--- config.mk ---
export PLATFORM = sky130hd
export DESIGN_NAME = ir_rle_rx
export DESIGN_NICKNAME = d
export VERILOG_FILES = /design/src/rtl/ir_rle_pkg.sv /design/src/rtl/ir_rle_encoder.sv /design/src/rtl/ir_rle_fifo.sv /design/src/rtl/ir_rle_status.sv /design/src/rtl/ir_rle_rx.sv
export SDC_FILE = /design/constraint.sdc
export NUM_CORES = 1
export LEC_CHECK = 0
export ABC_AREA = 0
export BUFFER_PORTS_ARGS = -buffer_cell sky130_fd_sc_hd__buf_2
export CORE_ASPECT_RATIO = 0.8
export CORE_MARGIN = 2
export CORE_UTILIZATION = 35
export DETAILED_ROUTE_END_ITERATION = 12
export GPL_ROUTABILITY_DRIVEN = 1
export HOLD_SLACK_MARGIN = 0.03
export PLACE_DENSITY = 0.59
export SYNTH_ARGS = -nofsm -noshare
export SYNTH_HDL_FRONTEND = slang
export SYNTH_HIERARCHICAL = 1
export SYNTH_SLANG_ARGS = --single-unit
--- constraint.sdc ---
create_clock -name clk -period 5.1 [get_ports clk]
set_input_delay 0.51 -clock clk [delete_from_list [all_inputs] [get_ports clk]]
set_output_delay 0.51 -clock clk [all_outputs]
set_load 0.01 [all_outputs]
--- src/rtl/ir_rle_pkg.sv ---
package ir_rle_pkg;

    typedef enum logic [1:0] {
        MODE_TPER      = 2'b00,
        MODE_OVS       = 2'b01,
        MODE_OVS_RSYNC = 2'b10,
        MODE_FIFO_TEST = 2'b11
    } samp_mode_e;

    typedef enum logic {
        RUN_IDLE = 1'b0,
        RUN_OPEN = 1'b1
    } run_state_e;

endpackage

--- src/rtl/ir_rle_encoder.sv ---
module ir_rle_encoder
    import ir_rle_pkg::*;
#(
    parameter int CNT_W = 7
) (
    input  logic             clk,
    input  logic             rst_n,
    input  logic             ir_line,
    input  logic             samp_tick,
    input  logic             inv_en,
    input  logic [1:0]       mode_sel,
    output logic             push_vld,
    output logic [CNT_W:0]   push_byte
);

    localparam logic [CNT_W-1:0] CNT_MAX = '1;

    run_state_e       state_q, state_d;
    logic             lvl_q;
    logic [CNT_W-1:0] cnt_q;
    logic             lvl_now;
    logic             tper;
    logic             close_run;

    // Level bit: 0 means energy unless inverted
    assign lvl_now   = inv_en ? ir_line : ~ir_line;
    assign tper      = (mode_sel == MODE_TPER);
    assign close_run = (state_q == RUN_OPEN) && tper && samp_tick &&
                       ((lvl_now != lvl_q) || (cnt_q == CNT_MAX));

    always_comb begin
        state_d = state_q;
        unique case (state_q)
            RUN_IDLE: if (tper && samp_tick) state_d = RUN_OPEN;   // START
            RUN_OPEN: if (!tper)             state_d = RUN_IDLE;   // ABORT
        endcase
    end

    always_ff @(posedge clk or negedge rst_n) begin
        if (!rst_n) state_q <= RUN_IDLE;
        else        state_q <= state_d;
    end

    always_ff @(posedge clk or negedge rst_n) begin
        if (!rst_n) begin
            push_vld  <= 1'b0;
            push_byte <= '0;
            lvl_q     <= 1'b0;
            cnt_q     <= '0;
        end else begin
            push_vld <= close_run;
            if (close_run) push_byte <= {lvl_q, cnt_q};           // CLOSE
            if (tper && samp_tick) begin
                if ((state_q == RUN_IDLE) || close_run) begin
                    lvl_q <= lvl_now;
                    cnt_q <= '0;
                end else begin
                    cnt_q <= cnt_q + 1'b1;                         // EXTEND
                end
            end
        end
    end

    assert_push_follows_tick_R3: assert property (@(posedge clk) disable iff (!rst_n)
        push_vld |-> $past(samp_tick));

    assert_idle_modes_silent_R5: assert property (@(posedge clk) disable iff (!rst_n)
        (mode_sel != MODE_TPER) |=> !push_vld);

endmodule

--- src/rtl/ir_rle_fifo.sv ---
module ir_rle_fifo #(
    parameter int W     = 8,
    parameter int DEPTH = 16
) (
    input  logic         clk,
    input  logic         rst_n,
    input  logic         wr_en,
    input  logic [W-1:0] wr_data,
    input  logic         rd_en,
    output logic [W-1:0] rd_data,
    output logic         empty,
    output logic         wr_ok,
    output logic         rd_ok,
    output logic         drop
);

    localparam int AW = $clog2(DEPTH);
    localparam int CW = AW + 1;
    localparam logic [CW-1:0] FULL_CNT = CW'(DEPTH);
    localparam logic [AW-1:0] LAST_PTR = AW'(DEPTH - 1);

    logic [W-1:0]  mem [DEPTH];
    logic [AW-1:0] wr_ptr, rd_ptr;
    logic [CW-1:0] count;
    logic          full;

    assign full    = (count == FULL_CNT);
    assign empty   = (count == '0);
    assign wr_ok   = wr_en && !full;
    assign rd_ok   = rd_en && !empty;
    assign drop    = wr_en && full;
    assign rd_data = mem[rd_ptr];

    always_ff @(posedge clk) begin
        if (wr_ok) mem[wr_ptr] <= wr_data;
    end

    always_ff @(posedge clk or negedge rst_n) begin
        if (!rst_n) begin
            wr_ptr <= '0;
            rd_ptr <= '0;
            count  <= '0;
        end else begin
            if (wr_ok) wr_ptr <= (wr_ptr == LAST_PTR) ? '0 : wr_ptr + 1'b1;
            if (rd_ok) rd_ptr <= (rd_ptr == LAST_PTR) ? '0 : rd_ptr + 1'b1;
            case ({wr_ok, rd_ok})
                2'b10:   count <= count + 1'b1;
                2'b01:   count <= count - 1'b1;
                default: count <= count;
            endcase
        end
    end

    assert_no_overflow_R6: assert property (@(posedge clk) disable iff (!rst_n)
        count <= FULL_CNT);

    assert_drop_keeps_full_R7: assert property (@(posedge clk) disable iff (!rst_n)
        (drop && !rd_ok) |=> (count == FULL_CNT));

endmodule

--- src/rtl/ir_rle_status.sv ---
module ir_rle_status #(
    parameter int TMO_TICKS = 32
) (
    input  logic clk,
    input  logic rst_n,
    input  logic samp_tick,
    input  logic wr_ok,
    input  logic rd_ok,
    input  logic empty,
    input  logic drop,
    input  logic stat_rd,
    output logic overrun,
    output logic timeout
);

    localparam int CW = $clog2(TMO_TICKS);
    localparam logic [CW-1:0] LIM = CW'(TMO_TICKS - 1);

    logic [CW-1:0] tmo_cnt;
    logic          restart;
    logic          fire;

    assign restart = wr_ok || rd_ok || empty;
    assign fire    = samp_tick && !restart && (tmo_cnt == LIM);

    always_ff @(posedge clk or negedge rst_n) begin
        if (!rst_n) begin
            tmo_cnt <= '0;
            overrun <= 1'b0;
            timeout <= 1'b0;
        end else begin
            if (restart)        tmo_cnt <= '0;
            else if (samp_tick) tmo_cnt <= (tmo_cnt == LIM) ? '0 : tmo_cnt + 1'b1;

            if (drop)         overrun <= 1'b1;     // set wins over clear
            else if (stat_rd) overrun <= 1'b0;

            if (fire)         timeout <= 1'b1;
            else if (stat_rd) timeout <= 1'b0;
        end
    end

    assert_drop_sets_overrun_R7: assert property (@(posedge clk) disable iff (!rst_n)
        drop |=> overrun);

    assert_read_clears_R9: assert property (@(posedge clk) disable iff (!rst_n)
        (stat_rd && !drop) |=> !overrun);

    assert_timeout_on_tick_R8: assert property (@(posedge clk) disable iff (!rst_n)
        $rose(timeout) |-> $past(samp_tick));

endmodule

--- src/rtl/ir_rle_rx.sv ---
module ir_rle_rx #(
    parameter int CNT_W      = 7,
    parameter int DEPTH      = 16,
    parameter int BYTE_TICKS = 8,
    parameter int TMO_BYTES  = 4
) (
    input  logic             clk,
    input  logic             rst_n,
    input  logic             ir_line,
    input  logic             samp_tick,
    input  logic             inv_en,
    input  logic [1:0]       mode_sel,
    input  logic             data_rd,
    input  logic             stat_rd,
    output logic [CNT_W:0]   rd_data,
    output logic             data_ready,
    output logic             overrun,
    output logic             timeout
);

    localparam int W         = CNT_W + 1;
    localparam int TMO_TICKS = TMO_BYTES * BYTE_TICKS;

    logic         push_vld;
    logic [W-1:0] push_byte;
    logic         empty, wr_ok, rd_ok, drop;

    ir_rle_encoder #(.CNT_W(CNT_W)) u_enc (
        .clk       (clk),
        .rst_n     (rst_n),
        .ir_line   (ir_line),
        .samp_tick (samp_tick),
        .inv_en    (inv_en),
        .mode_sel  (mode_sel),
        .push_vld  (push_vld),
        .push_byte (push_byte)
    );

    ir_rle_fifo #(.W(W), .DEPTH(DEPTH)) u_fifo (
        .clk     (clk),
        .rst_n   (rst_n),
        .wr_en   (push_vld),
        .wr_data (push_byte),
        .rd_en   (data_rd),
        .rd_data (rd_data),
        .empty   (empty),
        .wr_ok   (wr_ok),
        .rd_ok   (rd_ok),
        .drop    (drop)
    );

    ir_rle_status #(.TMO_TICKS(TMO_TICKS)) u_stat (
        .clk       (clk),
        .rst_n     (rst_n),
        .samp_tick (samp_tick),
        .wr_ok     (wr_ok),
        .rd_ok     (rd_ok),
        .empty     (empty),
        .drop      (drop),
        .stat_rd   (stat_rd),
        .overrun   (overrun),
        .timeout   (timeout)
    );

    assign data_ready = !empty;

    assert_ready_falls_on_pop_R6: assert property (@(posedge clk) disable iff (!rst_n)
        $fell(data_ready) |-> $past(data_rd));

endmodule

# Yosys cells after proc, flatten, opt, wreduce, memory -nomap -nowiden
# Memories as Yosys holds them, arrays and structs flattened.
# Cells that the tools add are included.
[word_totals]
ff_bits = 38
mem_bits_rw = 128
inputBits = 9
out_inout_bits = 11
elab_cells = 67
n_memories = 1
[op_classes]
addsub = 6
n_eq_ne = 8
n_mux = 16
n_bitwise = 2
n_reduce_logical = 23
[mem_list]
columns = ["memory", "words", "word_bits", "read_ports", "rd_clocked_by_memory_dff", "wr", "line", "source"]
rows = [
  ["u_fifo.mem", 16, 8, 1, 0, 1, "ir_rle_fifo.sv:22", "logic [W-1:0] mem [DEPTH];"],
]
[ops]
columns = ["op", "n"]
rows = [
  ["two-way mux 5 bit", 3],
  ["adder 5 x 1 -> 5 bit (second input constant)", 2],
  ["equality test 5 bit (second input constant)", 2],
  ["one-hot mux 5 bit (2 select lines)", 1],
  ["logical AND 1 bit", 9],
  ["adder 4 x 1 -> 4 bit (second input constant)", 2],
  ["equality test 4 bit (second input constant)", 2],
  ["two-way mux 1 bit", 8],
  ["two-way mux 4 bit", 2],
  ["nonzero test 2 bit", 4],
  ["adder 7 x 1 -> 7 bit (second input constant)", 1],
  ["equality test 7 bit (second input constant)", 1],
  ["two-way mux 7 bit", 1],
  ["zero test 5 bit", 1],
  ["subtractor 5 x 1 -> 5 bit (second input constant)", 1],
  ["logical OR 1 bit", 4],
  ["zero test 1 bit", 3],
  ["equality test 2 x 1 -> 1 bit (second input constant)", 1],
  ["equality test 2 bit (second input constant)", 1],
  ["zero test 2 bit", 1],
  ["NOT 1 bit", 2],
  ["one-hot mux 1 bit (2 select lines)", 1],
  ["AND reduction 2 bit", 1],
  ["inequality test 1 bit", 1],
]

# Depth between registers and ports, before layout
# Gate-level depths: netlist (run 1).
[logic_depth]
depth_word = 9
ltp_mapped = 10
ltp_nobuf = 9

# By module
# Netlist (run 1), hierarchy kept.
[by_module_without_submodules]
columns = ["module", "instances", "cells_each", "area_each_um2", "seq_area_each_um2"]
rows = [
  ["ir_rle_fifo", 1, 311, 5765.5, 4169.0],
  ["ir_rle_encoder", 1, 72, 847.1, 450.4],
  ["ir_rle_status", 1, 30, 342.8, 175.2],
  ["ir_rle_rx", 1, 1, 3.8, 0.0],
]

# Least setup slack after synthesis (run 1)
# OpenSTA, ideal clock, no wires.
[synth_timing]
kind = "flip-flop to flip-flop"
start = "register u_fifo.count[1]"
end = "register u_fifo.count[4]"
setup_time_ns = 0.080
arrival_time_ns = 2.536
t_required_ns = 5.020
path_slack_ns = 2.484
path_stages_with_launch = 9
path_buffers = 0
period_less_slack_ns = 2.616
path_cell_list = "dfrtp_1 -> or4_4 -> o21a_4 -> ha_1 -> fa_1 -> a21o_1 -> a21oi_1 -> mux2i_1 -> xnor2_1"
[synth_via]
elab_chain_cells = 5
word_cells_on_any_way = 12
classes_between = "2 x add/sub; 3 x eq/ne; 1 x mux; 6 x reduce/logical"
[synth_rtl]
columns = ["element", "line", "source"]
rows = [
  ["start: declaration", "ir_rle_fifo.sv:24", "logic [CW-1:0] count;"],
  ["start signal: assignment", "ir_rle_fifo.sv:47", "2'b10: count <= count + 1'b1;"],
  ["start signal: assignment", "ir_rle_fifo.sv:48", "2'b01: count <= count - 1'b1;"],
  ["start signal: assignment", "ir_rle_fifo.sv:49", "default: count <= count;"],
  ["zero test 5 bit (*)", "ir_rle_fifo.sv:28", "assign empty = (count == '0);"],
  ["zero test 1 bit (*)", "ir_rle_fifo.sv:30", "assign rd_ok = rd_en && !empty;"],
  ["logical AND 1 bit (*)", "ir_rle_fifo.sv:30", ""],
  ["via rd_ok", "ir_rle_rx.sv:26", "logic empty, wr_ok, rd_ok, drop;"],
  ["equality test 2 x 1 -> 1 bit / equality test 2 bit (equally long branches)", "ir_rle_fifo.sv:46", "case ({wr_ok, rd_ok})"],
  ["one-hot mux 5 bit (2 select lines) / nonzero test 2 bit (equally long branches)", "--", ""],
]
# Mark *: on every way through the listed nets, which the timed path passes. The rest lies on a longest branch.
# A chain may end at the register's enable or synchronous reset.

# Worst setup path in the final report (run 1)
[layout_timing]
start = "register u_fifo.rd_ptr[1]"
end = "output rd_data[7]"
[layout_via]
elab_chain_cells = 1
[layout_rtl]
columns = ["element", "line", "source"]
rows = [
  ["start: declaration", "ir_rle_fifo.sv:23", "logic [AW-1:0] wr_ptr, rd_ptr;"],
  ["start signal: assignment", "ir_rle_fifo.sv:45", "if (rd_ok) rd_ptr <= (rd_ptr == LAST_PTR) ? '0 : rd_ptr + 1'b1;"],
  ["memory (16 x 8 bit)", "--", ""],
  ["end: declaration", "ir_rle_rx.sv:15", "output logic [CNT_W:0] rd_data,"],
]
# No other way between the ends.

==> results.txt, run 1 <==
Post-synth top flop: edfxtp_1
largest net degree at the start of global routing: 39
Final min period: 3.198 ns
Worst Setup EP: rd_data[7]
TritonCTS clock tree: yes
setup ws final: 1.902 ns
Crit. Startpoint: u_fifo/rd_ptr[1]
port bufs: 19
Worst-path clk slew: 0.06 ns
post-route cell area: 7829 um^2
Layout Utilization: 39.77%
fin cells: 716
vias in the first global route: 3,572
Setup Fix Bufs, Post-CTS: 0
EDFF count, synth: 128
crit start category: flip-flop
kind of end point of the critical path: primary output
hpwl dp: 8647 um
Placed Instances: 685
dpl ws: 2.275 ns
CP Cell Sequence: buf_4 > mux2i_1 > a22oi_1 > a32oi_1 > o21ai_0 > buf_2
Yosys warnings: 6
PwrDens: 450.7 nW/um^2
Post-DRT Antenna Nets: 0
Die Area: 21,030 um^2
site row count: 46
Worst Skew: 0.009423 ns
slew margin rel.: 33.63%
Synth Net Count: 436
final WL: 13,600 um
Placed Area: 7328 um^2
RSZ-0062 raised after global routing: false
clk_lat worst skew: 0.42 ns
Synth Cell Area: 6959 um^2
final setup fails: 0
critical path buffer and inverter count: 2
CP max stage cell: dfrtp_2
max incr delay on CP: 0.73 ns
Die H: 130.1 um
asr flop ratio synth: 22.89%
Detailed Route Iter0 Violations: 269
Filler cells: 1,781
Max Fanout on Critical Path: 24
clock sink count: 166
first-pass GRT wire length: 20,790 um
Vias: 3,639
Total Power: 3.529 mW
Core ar.: 19,680 um^2
Max-Cap Viols: 0
Crit. path cell count: 6
leak pwr: 2.747 nW
final hold vios: 0
Reg-to-Reg End: u_fifo/count[4]
Mapped Cells: 414
GRT Util Overall: 13.54%
clock buffer depth: 2
WS Path Type: flip-flop to primary output
Worst Path Arrival: 2.69 ns
Worst EP required: 4.59 ns
layout cells sized above 1: 21.02%
Initial Utilization: 35.35%
Remaining Overflow, GRT: 0
H-tree depth: 4
WL/cell: 19.00 um
Seq/Total Area, Yosys: 68.90%
Max Clk Rate: 0.3127 GHz
I/O pin count: 20
initial antenna violation count: 0
final net count: 462
synth unique cells: 52
routability congestion estimate from global placement: 0.7609
Reg2Reg Setup Slack: 2.26 ns
Layout Area Growth over Synthesis: 12.50%
critical path's top delay family: flip-flops
drt first pass iters: 4
commonest cells after routing, fill and taps aside: 128 x edfxtp_1, 36 x dfrtp_1, 25 x mux2i_1
Clock Tree Root: clkbuf_16
Tcrit/Tclk final: 62.70%
status: complete, no violations
min-delay worst type: input pin to async pin
WHS: 0.2081 ns
CTS resizes: 0
Die Span X: 161.7 um
residual DRC count: 0
reg2reg path depth: 8
CTS Hold Buffers Added: 0
Avg Inst Size Synth: 16.81 um^2
clock buffers created by TritonCTS: 17
commonest non-fill, non-tap cell in the layout: edfxtp_1
reg2reg start: u_fifo/count[0]
peak supply drop: 0.2396 mV
Slew Limit Fails: 0
setup tns final: 0 ns
vias per std cell: 5.082
Diodes inserted: 0
Worst-Margin Slew: 0.9956 ns
Synth Register Bits: 166
## synthesized netlist by cell type, drive strengths merged (6+ instances only)
library cell / n / area share, %
xor2: 6 / 0.76
o21ai: 16 / 1.2
a32oi: 8 / 1.0
mux2i: 25 / 3.6
nor2: 23 / 1.2
mux4: 24 / 7.8
ha: 12 / 2.2
dfrtp: 38 / 14
nor3: 8 / 0.58
edfxtp: 128 / 55
nand2: 19 / 1.0
inv: 10 / 0.54
xnor2: 7 / 0.88
a22oi: 9 / 0.97
buf: 13 / 1.2
mux2: 10 / 2.1
## flip-flops by register name (all words and copies together) (netlist names)
signal / cells
u_stat/overrun: 1
u_enc/cnt_q: 7
u_stat/timeout: 1
u_fifo/rd_ptr: 4
u_enc/push_byte: 8
u_fifo/count: 5
u_fifo/mem: 128
u_enc/push_vld: 1
u_fifo/wr_ptr: 4
u_enc/lvl_q: 1
u_stat/tmo_cnt: 5
u_enc/state_q: 1
## power breakdown
part           internal (mW)  switching [mW]  total [mW]
Sequential              1.50           0.192        1.69
Clock                  0.613           0.481        1.09
Combinational          0.386           0.360       0.746
## kinds of logic after synthesis
group	Yosys count	synth area share, %
AND/OR/NAND/NOR	77	5.663
XOR/XNOR	13	1.636
AO/OA/AOI/OAI	58	5.861
multiplexers	59	13.47
adder cells (fa/ha/maj)	13	2.445
flip-flops	166	68.90
buffers and inverters	28	2.031
## routing by layer
layer	vias to the layer above	routed length [um]	track usage (%)
met5	-	0	0
met4	0	121	4.373
met3	14	654	3.306
met2	77	6307	20.51
met1	1872	6519	19.37
li1	1676	-	-
## area by class of cell
type / count / area [um^2] / area share [%]
Inverter: 10 / 37.54 / 0.4795
Multi-Input combinational cell: 220 / 2023 / 25.84
Clock buffer: 21 / 440.4 / 5.626
Clock inverter: 10 / 60.06 / 0.7671
Timing Repair Buffer: 25 / 140.1 / 1.790
Sequential cell: 166 / 4797 / 61.28
Tap cell: 264 / 330.3 / 4.219
## how the worst min path moves through the flow
| stage | start | endpoint | depth (start not counted) | slack [ns] |
|---|---|---|---|---|
| final | rst_n | u_enc/lvl_q | 1 | 0.21 |
| after global routing | mode_sel[0] | u_enc/state_q | 2 | 0.26 |
| after CTS | rst_n | u_enc/lvl_q | 1 | 0.23 |
| after detailed placement | u_stat/overrun | u_stat/overrun | 1 | 0.47 |
| after global placement | u_stat/overrun | u_stat/overrun | 1 | 0.47 |
| after floorplan | rst_n | u_enc/cnt_q[0] | 0 | 0.21 |
## worst reg2reg max path: stages (launching register included)
cell	delay [ns]
dfrtp_1	0.46
or4_4	0.57
o21a_4	0.25
ha_1	0.28
fa_1	0.44
a21o_1	0.19
a21oi_1	0.18
mux2i_1	0.26
xnor2_1	0.14
Power figures use the tool's default switching activity.
==> run 2: changes to the inputs <==
--- a/config.mk
+++ b/config.mk
@@ -13,7 +13,7 @@
 export DETAILED_ROUTE_END_ITERATION = 12
 export GPL_ROUTABILITY_DRIVEN = 1
 export HOLD_SLACK_MARGIN = 0.03
-export PLACE_DENSITY = 0.59
+export PLACE_DENSITY = 0.61
 export SYNTH_ARGS = -nofsm -noshare
 export SYNTH_HDL_FRONTEND = slang
 export SYNTH_HIERARCHICAL = 1
==> constraint.sdc (replaced) <==
create_clock -name clk -period 2.9 [get_ports clk]
set_input_delay 0.29 -clock clk [delete_from_list [all_inputs] [get_ports clk]]
set_output_delay 0.29 -clock clk [all_outputs]
set_load 0.01 [all_outputs]
==> run 2 against run 1 <==
Effect of this change: routed wire length is 0.17% higher; die area stayed put; sequential cell count stayed put; non-clock buffer count is 6 higher; count of clock-buffer cells in the layout is 3 lower; global-route usage is 0.31 points higher; utilization is 0.66 points higher; clock power is 97% higher; via count is 2.2% higher; setup slack worse by 1.8 ns.
==> results.txt, run 2 (synthesis gave the netlist of run 1 again) <==
Core ar.: 19,680 um^2 (unchanged)
CP Cell Sequence: or4_4 > o21a_4 > ha_1 > fa_1 > a21o_1 > a21oi_1 > mux2i_1 > xnor2_1
Reg-to-Reg End: u_fifo/count[4]
clock buffers created by TritonCTS: 17 (unchanged)
Worst-path clk slew: 0.07 ns (about the same)
reg2reg start: u_fifo/count[0]
Diodes inserted: 0 (unchanged)
Max-Cap Viols: 0 (unchanged)
final setup fails: 0 (unchanged)
clock buffer depth: 2 (unchanged)
hpwl dp: 8676 um (+0.33%)
fin cells: 723 (+0.98%)
crit start category: flip-flop
Die Span X: 161.7 um (unchanged)
clk_lat worst skew: 0.43 ns (about the same)
PwrDens: 814.4 nW/um^2 (+81%)
WS Path Type: flip-flop to flip-flop
leak pwr: 2.825 nW (+2.8%)
kind of end point of the critical path: flip-flop
Setup Fix Bufs, Post-CTS: 0 (unchanged)
Crit. path cell count: 8 (+2)
Crit. Startpoint: u_fifo/count[0]
vias in the first global route: 3,662 (+2.5%)
Worst Path Arrival: 3.11 ns (+0.42 ns)
routability congestion estimate from global placement: 0.8009 (+5.3%)
Clock Tree Root: clkbuf_16
Detailed Route Iter0 Violations: 355 (+32%)
Die H: 130.1 um (unchanged)
Worst Skew: 0.01042 ns (+0.0009961 ns)
drt first pass iters: 4 (unchanged)
status: complete, no violations
commonest non-fill, non-tap cell in the layout: edfxtp_1
TritonCTS clock tree: yes
port bufs: 19 (unchanged)
Clk pwr share: 33.1% (+2.1 points)
critical path buffer and inverter count: 0 (-2)
layout cells sized above 1: 23.09% (+2.1 points)
Post-DRT Antenna Nets: 0 (unchanged)
peak supply drop: 0.4172 mV (+74%)
Remaining Overflow, GRT: 0 (unchanged)
Max Clk Rate: 0.3624 GHz
GRT Util Overall: 13.85% (+0.31 points)
P_sw: 1.914 mW (+85%)
max reg flops: 128 (unchanged)
setup tns final: 0 ns (unchanged)
first-pass GRT wire length: 21,180 um (+1.9%)
Worst EP required: 3.25 ns (-1.34 ns)
Power Internal: 4.567 mW (+83%)
Filler cells: 1,777 (-0.22%)
CP max stage cell: or4_4
Worst Setup EP: u_fifo/count[4]
Die Area: 21,030 um^2 (unchanged)
Vias: 3,718 (+2.2%)
Layout Utilization: 40.43% (+0.66 points)
Tcrit/Tclk final: 95.15%
clock sink count: 166 (unchanged)
RSZ-0062 raised after global routing: false
vias per std cell: 5.142 (+1.2%)
switching part of the total power: 29.54% (+0.25 points)
reg2reg path depth: 8 (unchanged)
Initial Utilization: 35.35% (unchanged)
final hold vios: 0 (unchanged)
largest net degree at the start of global routing: 39 (unchanged)
Gate power share: 22.5% (+1.4 points)
slew margin rel.: 40.89% (+7.3 points)
Reg2Reg Setup Slack: 0.14 ns (-2.12 ns)
largest reg by FF count: u_fifo/mem
Layout Area Growth over Synthesis: 14.37%
Final min period: 2.759 ns
Slew Limit Fails: 0 (unchanged)
commonest cells after routing, fill and taps aside: 128 x edfxtp_1, 36 x dfrtp_1, 25 x mux2i_1
I/O pin count: 20 (unchanged)
final net count: 468 (+1.3%)
final WL: 13,630 um (+0.17%)
critical path's top delay family: adder cells
site row count: 46 (unchanged)
H-tree depth: 4 (unchanged)
Worst-Margin Slew: 0.8834 ns (-0.1121 ns)
Flop pwr share: 44.4% (-3.5 points)
Max Fanout on Critical Path: 8 (-67%)
Placed Instances: 690 (+0.73%)
residual DRC count: 0 (unchanged)
min-delay worst type: input pin to flip-flop
WL/cell: 18.85 um (-0.80%)
max incr delay on CP: 0.56 ns (-0.17 ns)
largest registers: u_fifo/mem: 128 flops, u_enc/push_byte: 8 flops, u_enc/cnt_q: 7 flops
initial antenna violation count: 0 (unchanged)
-- run 2: cell types whose count changed in the layout (fill, tap and decap cells not counted), sizes merged --
cell and change:
inv +8, buf +5, clkinv -4, clkbuf -3, bufinv +1, clkinvlp -1, dlygate4sd3 +1
-- run 2: per-layer routing --
| metal | GRT usage [%] | vias to the layer above | part of all wire (%) |
|---|---|---|---|
| met2 | 22.17 | 92 | 48 |
| met5 | 0 | - | 0 |
| met1 | 18.67 | 1924 | 46 |
| met4 | 5.518 | 0 | 1.3 |
| li1 | - | 1687 | - |
| met3 | 2.988 | 15 | 4.1 |
-- run 2: final cells by class --
| cell class | instances | area [um^2] | share of cell area [%] |
|---|---|---|---|
| repair buffers | 31 | 200.2 | 2.515 |
| flip-flops and latches | 166 | 4800 | 60.30 |
| well taps | 264 | 330.3 | 4.150 |
| clock buffers | 18 | 429.2 | 5.392 |
| inverters | 10 | 37.54 | 0.4716 |
| multi-input cells | 220 | 2026 | 25.45 |
| clock inverters | 14 | 136.4 | 1.714 |
-- run 2: power by group through the flow --
stage          registers, mW  logic [mW]  clock network, mW
2_1_floorplan           2.77        1.18                  0
6_report                2.88        1.46               2.15
3_3_place_gp            2.92        1.44                  0
3_5_place_dp            2.93        1.46                  0
4_1_cts                 2.88        1.47               2.20
5_1_grt                 2.91        1.60               2.30
-- run 2: timing repair --
| item | 4_1_cts | 5_1_grt |
|---|---|---|
| hold endpoints to repair | 38 | 0 |
| hold buffers | 1 | 0 |
| setup endpoints to repair | 0 | 7 |
| resized for setup | 0 | 2 |
-- run 2: metrics by stage --
stage               hold slack, ns  area [um^2]  worst slack, ns  power (mW)
floorplan                -0.005591         6959           0.2845       3.946
global placement            0.4371         7378           0.1764       4.358
detailed placement          0.4461         7378           0.1553       4.395
CTS                        0.04098         7954          0.02256       6.546
global route               0.06268         7959         0.002163       6.802
finish                     0.06386         7959           0.1405       6.481
-- run 2: how the worst min path moves through the flow --
stage / from / end / slack, ns / depth (start not counted)
3_3_place_gp: rst_n / u_enc/cnt_q[2] / 0.44 / 1
3_5_place_dp: rst_n / u_enc/cnt_q[2] / 0.45 / 1
5_1_grt: mode_sel[0] / u_enc/state_q / 0.06 / 2
2_1_floorplan: rst_n / u_enc/cnt_q[0] / -0.006 / 0
6_report: mode_sel[1] / u_enc/state_q / 0.06 / 2
4_1_cts: mode_sel[1] / u_enc/state_q / 0.04 / 2
-- run 2: worst reg2reg max path, stage by stage (launching register included) --
cell	delay, ns
dfrtp_1	0.45
or4_4	0.56
o21a_4	0.25
ha_1	0.27
fa_1	0.43
a21o_1	0.20
a21oi_1	0.16
mux2i_1	0.23
xnor2_1	0.13
==> run 3: changes to the inputs <==
--- a/config.mk
+++ b/config.mk
@@ -13,6 +13,7 @@
 export DETAILED_ROUTE_END_ITERATION = 12
 export GPL_ROUTABILITY_DRIVEN = 1
 export HOLD_SLACK_MARGIN = 0.03
+export MAX_ROUTING_LAYER = met4
 export PLACE_DENSITY = 0.61
 export SYNTH_ARGS = -nofsm -noshare
 export SYNTH_HDL_FRONTEND = slang
==> run 3 against run 2 <==
Effect of this change: critical path type unchanged; register-to-register slack about the same; highest routed layer unchanged; first-iteration DRC count is 8.7% lower; utilization unchanged; clock power is essentially flat; die area did not move; non-clock buffer count unchanged; sequential cell count did not move; routed wire length grew 0.45%; largest cell class unchanged.
==> results.txt, run 3 (synthesis gave the netlist of run 1 again) <==
peak supply drop: 0.4229 mV (+1.4%)
Vias: 3,683 (-0.94%)
Final min period: 2.763 ns (+0.003313 ns)
hpwl dp: 8676 um (unchanged)
TritonCTS clock tree: yes
largest registers: u_fifo/mem: 128 flops, u_enc/push_byte: 8 flops, u_enc/cnt_q: 7 flops
Diodes inserted: 0 (unchanged)
Die H: 130.1 um (unchanged)
clock buffers created by TritonCTS: 17 (unchanged)
clock sink count: 166 (unchanged)
drt first pass iters: 4 (unchanged)
Worst-path clk slew: 0.07 ns (about the same)
Reg2Reg Setup Slack: 0.14 ns (about the same)
initial antenna violation count: 0 (unchanged)
min-delay worst type: input pin to flip-flop
status: complete, no violations
Clock Tree Root: clkbuf_16
slew margin rel.: 39.52% (-1.4 points)
Total Power: 6.489 mW (+0.12%)
Max-Cap Viols: 0 (unchanged)
setup tns final: 0 ns (unchanged)
max reg flops: 128 (unchanged)
Endpoint, Worst Hold: u_enc/state_q
Hold Path Stages: 2 (unchanged)
leak pwr: 2.825 nW (unchanged)
residual DRC count: 0 (unchanged)
dpl ws: 0.1553 ns (unchanged)
Slew Limit Fails: 0 (unchanged)
WL/cell: 18.93 um (+0.45%)
Layout Area Growth over Synthesis: 14.37% (unchanged)
PwrDens: 815.4 nW/um^2 (+0.12%)
Filler cells: 1,777 (unchanged)
kind of end point of the critical path: flip-flop
site row count: 46 (unchanged)
RSZ-0062 raised after global routing: false
final WL: 13,690 um (+0.45%)
final setup fails: 0 (unchanged)
final hold vios: 0 (unchanged)
Placed Area: 7378 um^2 (unchanged)
reg2reg path depth: 8 (unchanged)
Worst-Margin Slew: 0.9038 ns (+0.02036 ns)
routability congestion estimate from global placement: 0.8124 (+1.4%)
Initial Utilization: 35.35% (unchanged)
port bufs: 19 (unchanged)
largest net degree at the start of global routing: 39 (unchanged)
H-tree depth: 4 (unchanged)
largest reg by FF count: u_fifo/mem
Max Fanout on Critical Path: 8 (unchanged)
Post-DRT Antenna Nets: 0 (unchanged)
Die Span X: 161.7 um (unchanged)
commonest cells after routing, fill and taps aside: 128 x edfxtp_1, 36 x dfrtp_1, 25 x mux2i_1
crit start category: flip-flop
layout cells sized above 1: 23.09% (unchanged)
Worst Skew: 0.009718 ns (-0.0007010 ns)
Max Clk Rate: 0.3620 GHz (-0.12%)
setup ws final: 0.1372 ns (-0.003313 ns)
vias per std cell: 5.094 (-0.94%)
reg2reg start: u_fifo/count[0]
vias in the first global route: 3,640 (-0.60%)
clk_lat worst skew: 0.43 ns (about the same)
Reg-to-Reg End: u_fifo/count[4]
first-pass GRT wire length: 21,200 um (about the same)
final net count: 468 (unchanged)
Core ar.: 19,680 um^2 (unchanged)
Tcrit/Tclk final: 95.27% (+0.11 points)
I/O pin count: 20 (unchanged)
GRT Util Overall: 14.35% (+0.50 points)
Remaining Overflow, GRT: 0 (unchanged)
clock buffer depth: 2 (unchanged)
hold path start: mode_sel[1]
commonest non-fill, non-tap cell in the layout: edfxtp_1
Worst Path Arrival: 3.12 ns (about the same)
Worst EP required: 3.26 ns (about the same)
post-route cell area: 7959 um^2 (unchanged)
Detailed Route Iter0 Violations: 324 (-8.7%)
WS Path Type: flip-flop to flip-flop
Die Area: 21,030 um^2 (unchanged)
-- run 3: cell counts in the layout (fill, tap and decap cells not counted) --
No cell type changed its count.
-- run 3: layout make-up --
cell class	count	area, um^2	share of cell area (%)
Multi-Input combinational cell	220	2026	25.45
Sequential cell	166	4800	60.30
Inverter	10	37.54	0.4716
Clock inverter	14	136.4	1.714
Tap cell	264	330.3	4.150
Clock buffer	18	429.2	5.392
Timing Repair Buffer	31	200.2	2.515
-- run 3: how the worst max path moves through the flow --
stage          cells past startpoint              end        startpoint
3_3_place_gp                       8  u_fifo/count[4]   u_fifo/count[1]
4_1_cts                            6       rd_data[7]  u_fifo/rd_ptr[0]
2_1_floorplan                      8  u_fifo/count[4]   u_fifo/count[1]
6_report                           8  u_fifo/count[4]   u_fifo/count[0]
3_5_place_dp                       8  u_fifo/count[4]   u_fifo/count[1]
5_1_grt                            8  u_fifo/count[4]   u_fifo/count[1]
-- run 3: metrics by stage --
stage	utilization [%]	hold slack (ns)	std cells
3_5_place_dp	37.48	0.4461	690
3_3_place_gp	37.48	0.4371	690
4_1_cts	40.41	0.04098	723
5_1_grt	40.43	0.05693	723
2_1_floorplan	-	-0.005591	414
6_report	40.43	0.06052	723
-- run 3: critical path: stages (launching register included) --
cell and delay (ns):
dfrtp_1 0.45, or4_4 0.56, o21a_4 0.25, ha_1 0.27
fa_1 0.42, a21o_1 0.20, a21oi_1 0.16, mux2i_1 0.23
xnor2_1 0.13
-- run 3: power breakdown --
part           leakage (nW)  internal (mW)  switching [mW]
Sequential             1.63           2.64           0.240
Clock                 0.276           1.20           0.951
Combinational         0.917          0.726           0.732
Total                  2.83           4.57            1.92
-- run 3: timing repair --
action | in CTS | in global routing
setup endpoints to repair | 0 | 7
buffers inserted | 0 | 0
hold buffers | 1 | 0
resized for setup | 0 | 2
endpoints found under the hold margin | 38 | 0
-- run 3: metal layers --
metal  share of wire (%)  vias to the layer above  GRT usage [%]
met5                   0                        -              -
met2                  48                       72          22.20
met4                 1.4                        0          5.049
met1                  47                     1906          18.63
met3                 3.8                       17          3.560
li1                    -                     1688              -
